`src/rtl/tblacc_pkg.sv`:
```
package tblacc_pkg;

    typedef enum logic [1:0] {
        PM_NONE     = 2'd0,
        PM_POST_INC = 2'd1,
        PM_POST_DEC = 2'd2,
        PM_PRE_INC  = 2'd3
    } ptr_mode_e;

    typedef enum logic [1:0] {
        ST_IDLE  = 2'd0,
        ST_ISSUE = 2'd1,
        ST_WAIT  = 2'd2
    } fsm_state_e;

    typedef enum logic [1:0] {
        SEL_LOW   = 2'd0,
        SEL_HIGH  = 2'd1,
        SEL_UPPER = 2'd2,
        SEL_LATCH = 2'd3
    } reg_sel_e;

endpackage

```
`src/rtl/tblacc_ptr.sv`:
```
module tblacc_ptr #(
    parameter int PTR_W  = 22,
    parameter int DATA_W = 8
) (
    input  logic              clk,
    input  logic              rst_n,
    input  logic              byte_we,
    input  logic [1:0]        byte_sel,
    input  logic [DATA_W-1:0] byte_data,
    input  logic              upd_en,
    input  logic              upd_dec,
    output logic [PTR_W-1:0]  ptr,
    output logic [PTR_W-1:0]  ptr_inc
);
    localparam int UPD_W = PTR_W - 1;

    logic [PTR_W-1:0] ptr_dec;
    logic [PTR_W-1:0] ptr_nxt;

    // Step only the low UPD_W bits; the space-select bit is carried over.
    assign ptr_inc = {ptr[PTR_W-1], ptr[UPD_W-1:0] + {{(UPD_W-1){1'b0}}, 1'b1}};
    assign ptr_dec = {ptr[PTR_W-1], ptr[UPD_W-1:0] - {{(UPD_W-1){1'b0}}, 1'b1}};

    always_comb begin
        ptr_nxt = ptr;
        if (upd_en) begin
            ptr_nxt = upd_dec ? ptr_dec : ptr_inc;
        end
        // A data-side byte write overrides the updated value of its byte.
        for (int b = 0; b < PTR_W; b++) begin
            if (byte_we && (32'(byte_sel) == b / DATA_W)) begin
                ptr_nxt[b] = byte_data[b % DATA_W];
            end
        end
    end

    always_ff @(posedge clk or negedge rst_n) begin
        if (!rst_n) begin
            ptr <= '0;
        end else begin
            ptr <= ptr_nxt;
        end
    end
endmodule

```
`src/rtl/tblacc_hold.sv`:
```
module tblacc_hold #(
    parameter int DEPTH  = 64,
    parameter int DATA_W = 8,
    localparam int IW    = $clog2(DEPTH)
) (
    input  logic              clk,
    input  logic              rst_n,
    input  logic              we,
    input  logic [IW-1:0]     widx,
    input  logic [DATA_W-1:0] wdata,
    input  logic              clr,
    input  logic [IW-1:0]     ridx,
    output logic [DATA_W-1:0] rdata
);
    logic [DATA_W-1:0] slot [DEPTH];

    generate
        for (genvar i = 0; i < DEPTH; i++) begin : g_slot
            always_ff @(posedge clk or negedge rst_n) begin
                if (!rst_n) begin
                    slot[i] <= '1;
                end else if (clr) begin
                    slot[i] <= '1;
                end else if (we && (widx == IW'(i))) begin
                    slot[i] <= wdata;
                end
            end
        end
    endgenerate

    assign rdata = slot[ridx];
endmodule

```
`src/rtl/tblacc_fsm.sv`:
```
module tblacc_fsm
    import tblacc_pkg::*;
#(
    parameter int PTR_W   = 22,
    parameter int DATA_W  = 8,
    parameter int HOLD_IW = 6,
    parameter int BLK_LSB = 10,
    localparam int BLK_W  = PTR_W - BLK_LSB
) (
    input  logic               clk,
    input  logic               rst_n,
    input  logic               cmd_valid,
    input  logic               cmd_write,
    input  logic [1:0]         cmd_mode,
    input  logic               commit_req,
    input  logic               erase_req,
    input  logic               mem_rd_valid,
    input  logic [DATA_W-1:0]  mem_rd_data,
    input  logic               latch_we,
    input  logic [DATA_W-1:0]  latch_wdata,
    input  logic [PTR_W-1:0]   ptr,
    input  logic [PTR_W-1:0]   ptr_inc,
    output logic               busy,
    output logic               mem_rd_req,
    output logic [PTR_W-1:0]   mem_rd_addr,
    output logic [DATA_W-1:0]  latch,
    output logic               upd_en,
    output logic               upd_dec,
    output logic               hold_we,
    output logic [HOLD_IW-1:0] hold_widx,
    output logic [DATA_W-1:0]  hold_wdata,
    output logic               hold_clr,
    output logic               blk_commit,
    output logic               blk_erase,
    output logic [BLK_W-1:0]   blk_addr
);
    fsm_state_e       state_q, state_d;
    ptr_mode_e        mode_in, mode_q;
    logic [PTR_W-1:0] addr_q;
    logic [PTR_W-1:0] acc_addr;
    logic             accept, rd_accept, rd_done, take_commit, take_erase;

    assign mode_in     = ptr_mode_e'(cmd_mode);
    assign accept      = (state_q == ST_IDLE) && cmd_valid;
    assign rd_accept   = accept && !cmd_write;
    assign rd_done     = (state_q == ST_WAIT) && mem_rd_valid;
    assign take_commit = (state_q == ST_IDLE) && !cmd_valid && commit_req;
    assign take_erase  = (state_q == ST_IDLE) && !cmd_valid && !commit_req && erase_req;
    assign acc_addr    = (mode_in == PM_PRE_INC) ? ptr_inc : ptr;

    // Next-state logic
    always_comb begin
        state_d = state_q;
        unique case (state_q)
            ST_IDLE:  if (rd_accept) state_d = ST_ISSUE;
            ST_ISSUE: state_d = ST_WAIT;
            ST_WAIT:  if (mem_rd_valid) state_d = ST_IDLE;
            default:  state_d = ST_IDLE;
        endcase
    end

    // State register and captured read context
    always_ff @(posedge clk or negedge rst_n) begin
        if (!rst_n) begin
            state_q <= ST_IDLE;
            mode_q  <= PM_NONE;
            addr_q  <= '0;
        end else begin
            state_q <= state_d;
            if (rd_accept) begin
                mode_q <= mode_in;
                addr_q <= acc_addr;
            end
        end
    end

    // Latch and block strobes
    always_ff @(posedge clk or negedge rst_n) begin
        if (!rst_n) begin
            latch      <= '0;
            blk_commit <= 1'b0;
            blk_erase  <= 1'b0;
            blk_addr   <= '0;
        end else begin
            if (latch_we) begin
                latch <= latch_wdata;
            end else if (rd_done) begin
                latch <= mem_rd_data;
            end
            blk_commit <= take_commit;
            blk_erase  <= take_erase;
            if (take_commit || take_erase) begin
                blk_addr <= ptr[PTR_W-1:BLK_LSB];
            end
        end
    end

    // Outputs per state
    always_comb begin
        busy        = 1'b0;
        mem_rd_req  = 1'b0;
        mem_rd_addr = addr_q;
        upd_en      = 1'b0;
        upd_dec     = 1'b0;
        hold_we     = 1'b0;
        hold_widx   = acc_addr[HOLD_IW-1:0];
        hold_wdata  = latch;
        hold_clr    = take_commit;
        unique case (state_q)
            ST_IDLE: begin
                if (accept) begin
                    hold_we = cmd_write;
                    upd_dec = (mode_in == PM_POST_DEC);
                    upd_en  = (mode_in == PM_PRE_INC) ||
                              (cmd_write && (mode_in != PM_NONE));
                end
            end
            ST_ISSUE: begin
                busy       = 1'b1;
                mem_rd_req = 1'b1;
            end
            ST_WAIT: begin
                busy = 1'b1;
                if (mem_rd_valid) begin
                    upd_en  = (mode_q == PM_POST_INC) || (mode_q == PM_POST_DEC);
                    upd_dec = (mode_q == PM_POST_DEC);
                end
            end
            default: ;
        endcase
    end
endmodule

```
`src/rtl/tblacc_unit.sv`:
```
module tblacc_unit
    import tblacc_pkg::*;
#(
    parameter int PTR_W      = 22,
    parameter int DATA_W     = 8,
    parameter int HOLD_DEPTH = 64,
    parameter int BLK_LSB    = 10,
    localparam int HOLD_IW   = $clog2(HOLD_DEPTH),
    localparam int BLK_W     = PTR_W - BLK_LSB
) (
    input  logic               clk,
    input  logic               rst_n,
    input  logic               reg_wr_en,
    input  logic [1:0]         reg_wr_sel,
    input  logic [DATA_W-1:0]  reg_wr_data,
    output logic [PTR_W-1:0]   ptr_q,
    output logic [DATA_W-1:0]  latch_q,
    input  logic               cmd_valid,
    input  logic               cmd_write,
    input  logic [1:0]         cmd_mode,
    output logic               busy,
    output logic               mem_rd_req,
    output logic [PTR_W-1:0]   mem_rd_addr,
    input  logic               mem_rd_valid,
    input  logic [DATA_W-1:0]  mem_rd_data,
    input  logic               commit_req,
    input  logic               erase_req,
    output logic               blk_commit,
    output logic               blk_erase,
    output logic [BLK_W-1:0]   blk_addr,
    input  logic [HOLD_IW-1:0] hold_rd_idx,
    output logic [DATA_W-1:0]  hold_rd_data
);
    logic [PTR_W-1:0]   ptr_inc;
    logic               upd_en, upd_dec, hold_we, hold_clr;
    logic [HOLD_IW-1:0] hold_widx;
    logic [DATA_W-1:0]  hold_wdata;
    logic               ptr_byte_we, latch_we;

    assign ptr_byte_we = reg_wr_en && (reg_sel_e'(reg_wr_sel) != SEL_LATCH);
    assign latch_we    = reg_wr_en && (reg_sel_e'(reg_wr_sel) == SEL_LATCH);

    tblacc_ptr #(.PTR_W(PTR_W), .DATA_W(DATA_W)) u_ptr (
        .clk      (clk),
        .rst_n    (rst_n),
        .byte_we  (ptr_byte_we),
        .byte_sel (reg_wr_sel),
        .byte_data(reg_wr_data),
        .upd_en   (upd_en),
        .upd_dec  (upd_dec),
        .ptr      (ptr_q),
        .ptr_inc  (ptr_inc)
    );

    tblacc_fsm #(
        .PTR_W(PTR_W), .DATA_W(DATA_W), .HOLD_IW(HOLD_IW), .BLK_LSB(BLK_LSB)
    ) u_fsm (
        .clk         (clk),
        .rst_n       (rst_n),
        .cmd_valid   (cmd_valid),
        .cmd_write   (cmd_write),
        .cmd_mode    (cmd_mode),
        .commit_req  (commit_req),
        .erase_req   (erase_req),
        .mem_rd_valid(mem_rd_valid),
        .mem_rd_data (mem_rd_data),
        .latch_we    (latch_we),
        .latch_wdata (reg_wr_data),
        .ptr         (ptr_q),
        .ptr_inc     (ptr_inc),
        .busy        (busy),
        .mem_rd_req  (mem_rd_req),
        .mem_rd_addr (mem_rd_addr),
        .latch       (latch_q),
        .upd_en      (upd_en),
        .upd_dec     (upd_dec),
        .hold_we     (hold_we),
        .hold_widx   (hold_widx),
        .hold_wdata  (hold_wdata),
        .hold_clr    (hold_clr),
        .blk_commit  (blk_commit),
        .blk_erase   (blk_erase),
        .blk_addr    (blk_addr)
    );

    tblacc_hold #(.DEPTH(HOLD_DEPTH), .DATA_W(DATA_W)) u_hold (
        .clk  (clk),
        .rst_n(rst_n),
        .we   (hold_we),
        .widx (hold_widx),
        .wdata(hold_wdata),
        .clr  (hold_clr),
        .ridx (hold_rd_idx),
        .rdata(hold_rd_data)
    );
endmodule

```
`config.mk`:
```
export PLATFORM = sky130hd
export DESIGN_NAME = tblacc_unit
export DESIGN_NICKNAME = d
export VERILOG_FILES = /design/src/rtl/tblacc_pkg.sv /design/src/rtl/tblacc_ptr.sv /design/src/rtl/tblacc_hold.sv /design/src/rtl/tblacc_fsm.sv /design/src/rtl/tblacc_unit.sv
export SDC_FILE = /design/constraint.sdc
export NUM_CORES = 1
export LEC_CHECK = 0
export BUFFER_PORTS_ARGS = -buffer_cell sky130_fd_sc_hd__buf_2
export CELL_PAD_IN_SITES_DETAIL_PLACEMENT = 2
export CELL_PAD_IN_SITES_GLOBAL_PLACEMENT = 2
export CORE_AREA = 4 4 375 266
export DETAILED_ROUTE_END_ITERATION = 10
export DIE_AREA = 0 0 379 270
export HOLD_SLACK_MARGIN = 0.03
export PLACE_DENSITY = 0.66
export SYNTH_ARGS = -nofsm -noshare
export SYNTH_HDL_FRONTEND = slang
export SYNTH_SLANG_ARGS = --single-unit
export TNS_END_PERCENT = 100
```
`constraint.sdc`:
```
create_clock -name clk -period 4.85 [get_ports clk]
set_input_delay 0.2425 -clock clk [delete_from_list [all_inputs] [get_ports clk]]
set_output_delay 0.2425 -clock clk [all_outputs]
set_load 0.01 [all_outputs]
```
======== Word level (Yosys, flattened, before mapping) ========
Cells that the tools add are included.
Widths: inputs -> output; s select.
word-level totals
  word-level logic and storage cells ...... 482
  register bits ........................... 582
  input port bits ......................... 34
operators by class
  multiplexer cells ....................... 171
  bitwise logic cells ..................... 1
  order comparisons ....................... 1
  add/subtract/negate cells ............... 2
  reductions and logical operators ........ 157
  equality and inequality tests ........... 75
operators with widths
  cell                   number
  $mux 8                 132
  $eq 6x6->1 const B     32
  $reduce_bool 2->1      69
  $eq 6x5->1 const B     16
  $logic_and 1x1->1      77
  $bmux 8 s6             1
  $eq 6x4->1 const B     8
  $mux 21                2
  $mux 1                 30
  $eq 6x3->1 const B     4
  $mux 22                1
  $add 21x1->21 const B  1
  $sub 21x1->21 const B  1
  $eq 2x2->1 const B     6
  $eq 6x2->1 const B     2
  $ge 7x7->1 const B     1
  $not 6->7              1
  $eq 2x1->1 const B     3
  $eq 6x1->1 const B     1
  $logic_not 6->1        1
  $pmux 2 s3             1
  $logic_not 2->1        2
  $mux 2                 2
  $ne 2x2->1 const B     2
  other kinds (6)        11

======== Logic depth before layout (Yosys ltp) ========
  depth after elaboration ................. 7
  depth in mapped cells ................... 12
  mapped depth without buffers ............ 8

======== Cells and area by module ========
Synthesis repeated with hierarchy kept, for this count alone.
second synthesis, totals
  cells, all modules ...................... 2963
  area, all modules ....................... 30993.5 um2
modules (own cells, without submodules)
  module       instances  cells an instance  area each (um2)
  tblacc_hold  1          2503               26606.8
  tblacc_fsm   1          196                2307.2
  tblacc_ptr   1          262                2062.0
  tblacc_unit  1          2                  17.5

======== Least setup slack after synthesis ========
OpenSTA, ideal clock, no wires.
  path type ............................... register -> register
  start ................................... reg u_ptr.ptr[0]
  end ..................................... reg u_hold.slot[445] (netlist bit)
  arrival time ............................ 2.513 ns
  setup slack ............................. 2.244 ns
  required time ........................... 4.757 ns
  clock period less this slack ............ 2.606 ns
  stages on the path, launching flop included .. 13
  cell sequence ........................... dfrtp_1 buf_4 inv_1 ha_1 and3b_1 a22oi_1 clkbuf_1 a211oi_2 and3_1 buf_2 buf_4 nor3_1 a21oi_1
on the way
  word-level cells in the longest chain between the ends .. 5
RTL lines
  item                            line               text
  start: declaration              tblacc_ptr.sv:12   output logic [PTR_W-1:0] ptr,
  start signal: assignment        tblacc_ptr.sv:41   ptr <= ptr_nxt;
  $add 21x1->21                   tblacc_ptr.sv:21   assign ptr_inc = {ptr[PTR_W-1], ptr[UPD_W-1:0] + {{(UPD_W-1){1'b0}}, 1'b1}};
  $mux 21 *                       tblacc_fsm.sv:49   assign acc_addr = (mode_in == PM_PRE_INC) ? ptr_inc : ptr;
  $eq 6x4->1 *                    tblacc_hold.sv:24  end else if (we && (widx == IW'(i))) begin
  $logic_and 1x1->1 *             tblacc_hold.sv:24
  $reduce_bool 2->1 (no line) *   --
  end signal: indexed assignment  tblacc_hold.sv:25  slot[i] <= wdata;
  end: declaration                tblacc_hold.sv:15  logic [DATA_W-1:0] slot [DEPTH];
Every way passes the cells marked *; elsewhere a longest branch is shown, timed or not.
A chain may end at the register's enable or synchronous reset.

======== Final worst setup path ========
  start ................................... reg u_ptr.ptr[0]
  end ..................................... reg u_hold.slot[104] (netlist bit)
on the way
  word-level cells in the longest chain between the ends .. 5
RTL lines
  item                           line
  $add 21x1->21                  tblacc_ptr.sv:21
  $mux 21 *                      tblacc_fsm.sv:49
  $eq 6x6->1 *                   tblacc_hold.sv:24
  $logic_and 1x1->1 *            tblacc_hold.sv:24
  $reduce_bool 2->1 (no line) *  --
Marked as above.

==> qor.csv <==
stage;metric;value;unit
route;WL final;112000;um
setup_path;CP endpoint kind;flip-flop;
grt;largest net degree at the start of global routing;213;
clock_tree;clk slew on worst S/H paths;60;ps
placed_design;GP Congestion;0.876;
power;Net Sw Frac;35.8;%
layout;fillers;9894;
timing;Setup TNS Final;0;ps
synthesis;syn nets;2398;
setup_path;WP data arrival;4250;ps
synthesis;mean post-synth cell area;12.1;um^2
min_path;Hold Path Class;input port to flip-flop;
min_path;hold path start;mem_rd_valid;
timing;Final Hold Viols;0;
grt;Overflow after GRT;0;
synthesis;Synth Flop Type;dfstp_2;
grt;first-pass GRT wire length;167000;um
synthesis;Post-Synthesis Cell Area;28600;um^2
setup_path;reg2reg setup slack;1150;ps
setup_path;Critical Path Start Type;flip-flop;
timing;Slew @ Worst Pin;1450;ps
grt;initial antenna violation count;3;
synthesis;Ys Warns;0;
layout;Area Growth Syn to Fin;14.7;%
clock_tree;TritonCTS clock tree;done;
clock_tree;TritonCTS buffer count;67;
setup_path;reg2reg end;u_hold.slot[104];
route;drt pass-1 iters;5;
outcome;status;completed;
timing;Final setup viols;0;
setup_path;FF-to-FF path depth;6;
synthesis;Seq cells post-synth;582;
power;Clk pwr share;31.3;%
timing;max-slew violations;0;
route;ANT nets after route;0;
layout;Final nets;2429;
power;Int Power;10600;uW
clock_tree;Sink Count;582;
route;routed len/inst;30.2;um
min_path;Min-Delay Endpoint;u_fsm.state_q[0];
layout;n_diodes;0;
timing;post-layout min period;3700;ps
layout;layout cells sized above 1;40.5;%
synthesis;number of synthesized flops with an enable pin;0;
power;VDD IR max;0.000270;V
clock_tree;Root Buffer;clkbuf_16;
synthesis;synth unique cells;69;
power;sequential power share;41.3;%
clock_tree;hold bufs inserted after CTS;22;
timing;Min Hold Slack;154;ps
grt;vias in the first global route;23700;
floorplan;Die Ht;270;um
power;net switching power;5900;uW
clock_tree;post-CTS resize count;0;
floorplan;area of the core;95800;um^2
grt;Global Route Usage Sum;21.6;%
route;via count;21900;
timing;clk_skew;25.5;ps
timing;unrepaired setup endpoints after global routing;false;
power;leakage power;0.0126;uW
setup_path;Reg2Reg Launch Point;u_ptr.ptr[0];
route;Via density;5.91;
floorplan;chip width;379;um
synthesis;Mapped Cells;2357;
placed_design;dpl hpwl;75300;um
floorplan;die area;102000;um^2
route;drt drc;0;
floorplan;top-level I/O count;110;
route;number of DRC markers in iteration 0;2012;
power;Gate power share;27.5;%
setup_path;CP Max Fanout;32;
clock_tree;post-CTS setup buffer count;0;
clock_tree;Max Buffers Root-to-Sink;3;
setup_path;Setup CP Type;flip-flop to flip-flop;
clock_tree;clk_lat worst skew;610;ps
job;max-cap violations;0;
min_path;hold path depth;4;
synthesis;sequential fraction of the synthesis area;53.1;%
power;PD cells;502;nW/um^2
floorplan;initial core utilization;29.9;%
timing;FMAX;0.270;GHz
floorplan;site row count;95;
clock_tree;# H-tree levels;3;
setup_path;CP required;5400;ps
synthesis;asr flop ratio synth;100;%
timing;final worst path period share;76.3;%
timing;Relative slew margins;3.60;%
placed_design;Buffers on Ports;109;
-- logic make-up (layout without fill, tap and decap cells) --
group | count (synthesis) | count (layout) | synth area share [%]
buf+inv | 249 | 335 | 3.87
fa+ha+maj | 7 | 7 | 0.306
simple gates | 635 | 635 | 10.5
flops | 582 | 582 | 53.1
mux | 290 | 290 | 15.8
compound gates | 553 | 553 | 15.1
xor+xnor | 41 | 41 | 1.28
-- how the worst max path moves through the flow --
stage                       from  slack, ps          endpoint
global placement    u_ptr.ptr[0]       1390  u_hold.slot[112]
finish              u_ptr.ptr[0]       1150  u_hold.slot[104]
global route        u_ptr.ptr[0]        910  u_hold.slot[116]
floorplan           u_ptr.ptr[0]       2240  u_hold.slot[445]
detailed placement  u_ptr.ptr[0]       1240  u_hold.slot[116]
CTS                 u_ptr.ptr[0]       1230  u_hold.slot[116]
-- per-stage QoR --
step                      total power [uW]  cell area, um^2  cells  utilization (%)  setup WS, ps
after floorplan                       9320            28600   2357                -          2240
after global placement               11000            30400   3558             31.7          1390
after detailed placement             11300            30400   3558             31.7          1240
after CTS                            16600            32800   3704             34.3          1230
after global routing                 17300            32800   3704             34.3           912
final                                16500            32800   3704             34.3          1150
-- cells in the mapped netlist, drive strengths merged (9+ instances only) --
cell,instances,share of area (%)
a221o,256,9.0
xor2,18,0.55
mux4,128,10
nor2,227,3.0
o22ai,26,0.57
buf,94,1.8
nor2b,10,0.22
nand4,12,0.28
a22oi,23,0.60
mux2i,146,5.1
dfstp,512,47
nor4,16,0.44
o21ai,52,0.92
nand3,53,0.94
clkbuf,148,1.9
xnor2,23,0.73
a21oi,164,2.9
nand2,100,1.3
a211oi,9,0.42
mux2,16,0.63
and3,29,0.63
nor3,146,2.6
dfrtp,70,6.1
-- power groups by stage --
stage / Sequential [uW] / Clock, uW / Combinational, uW
CTS: 6790 / 5280 / 4490
global route: 6900 / 5520 / 4830
floorplan: 6560 / 0 / 2760
global placement: 6780 / 0 / 4250
detailed placement: 6850 / 0 / 4420
finish: 6810 / 5150 / 4530
-- layout by cell type, fill, tap and decap left out, drive strengths merged, types with 3 or more instances in the layout --
cell and n:
a21oi 164, nor4 16, clkinv 12, mux2i 146, nand2 100, buf 181
a221o 256, and3 29, nand3 53, dfstp 512, o221ai 4, nand3b 4
nand4 12, nor2 227, mux2 16, or4 7, xor2 18, or3 5
nor3 146, a211oi 9, mux4 128, a31oi 5, inv 11, o22ai 26
a22oi 23, or2 7, dfrtp 70, and2 3, nand2b 4, ha 7
dlygate4sd3 22, xnor2 23, clkbuf 105, o21ai 52, nor2b 10, a32o 4
-- layout make-up --
type                       instances  area [um^2]  share of cell area (%)
timing repair buffer             204         1420                    4.33
multi-input combinational       1526        12400                    37.7
inverter                           7         26.3                  0.0801
tap                             1261         1580                    4.81
sequential                       582        15200                    46.3
clock buffer                     104         2010                    6.12
clock inverter                    20          194                   0.591
-- flip-flops by register name, indices dropped and copies added, names as in the netlist --
register / flops
u_fsm.blk_erase: 1
u_fsm.state_q: 2
u_fsm.mode_q: 2
u_fsm.blk_commit: 1
u_hold.slot: 512
u_ptr.ptr: 22
u_fsm.hold_wdata: 8
u_fsm.blk_addr: 12
u_fsm.mem_rd_addr: 22
-- critical path: stages (launching register included) --
cell and delay [ps]:
dfrtp_1 610, ha_1 340, nand3_1 240, xor2_1 670, buf_4 280, and3_1 1140, a221o_1 340
-- per-layer routing --
layer  GRT usage, %  routed length (um)
met5              0                  30
met4           5.57                2860
met3           6.38                9140
met1           30.7               50200
met2           32.1               49600
Note: power is estimated with default switching activity, not from simulation.
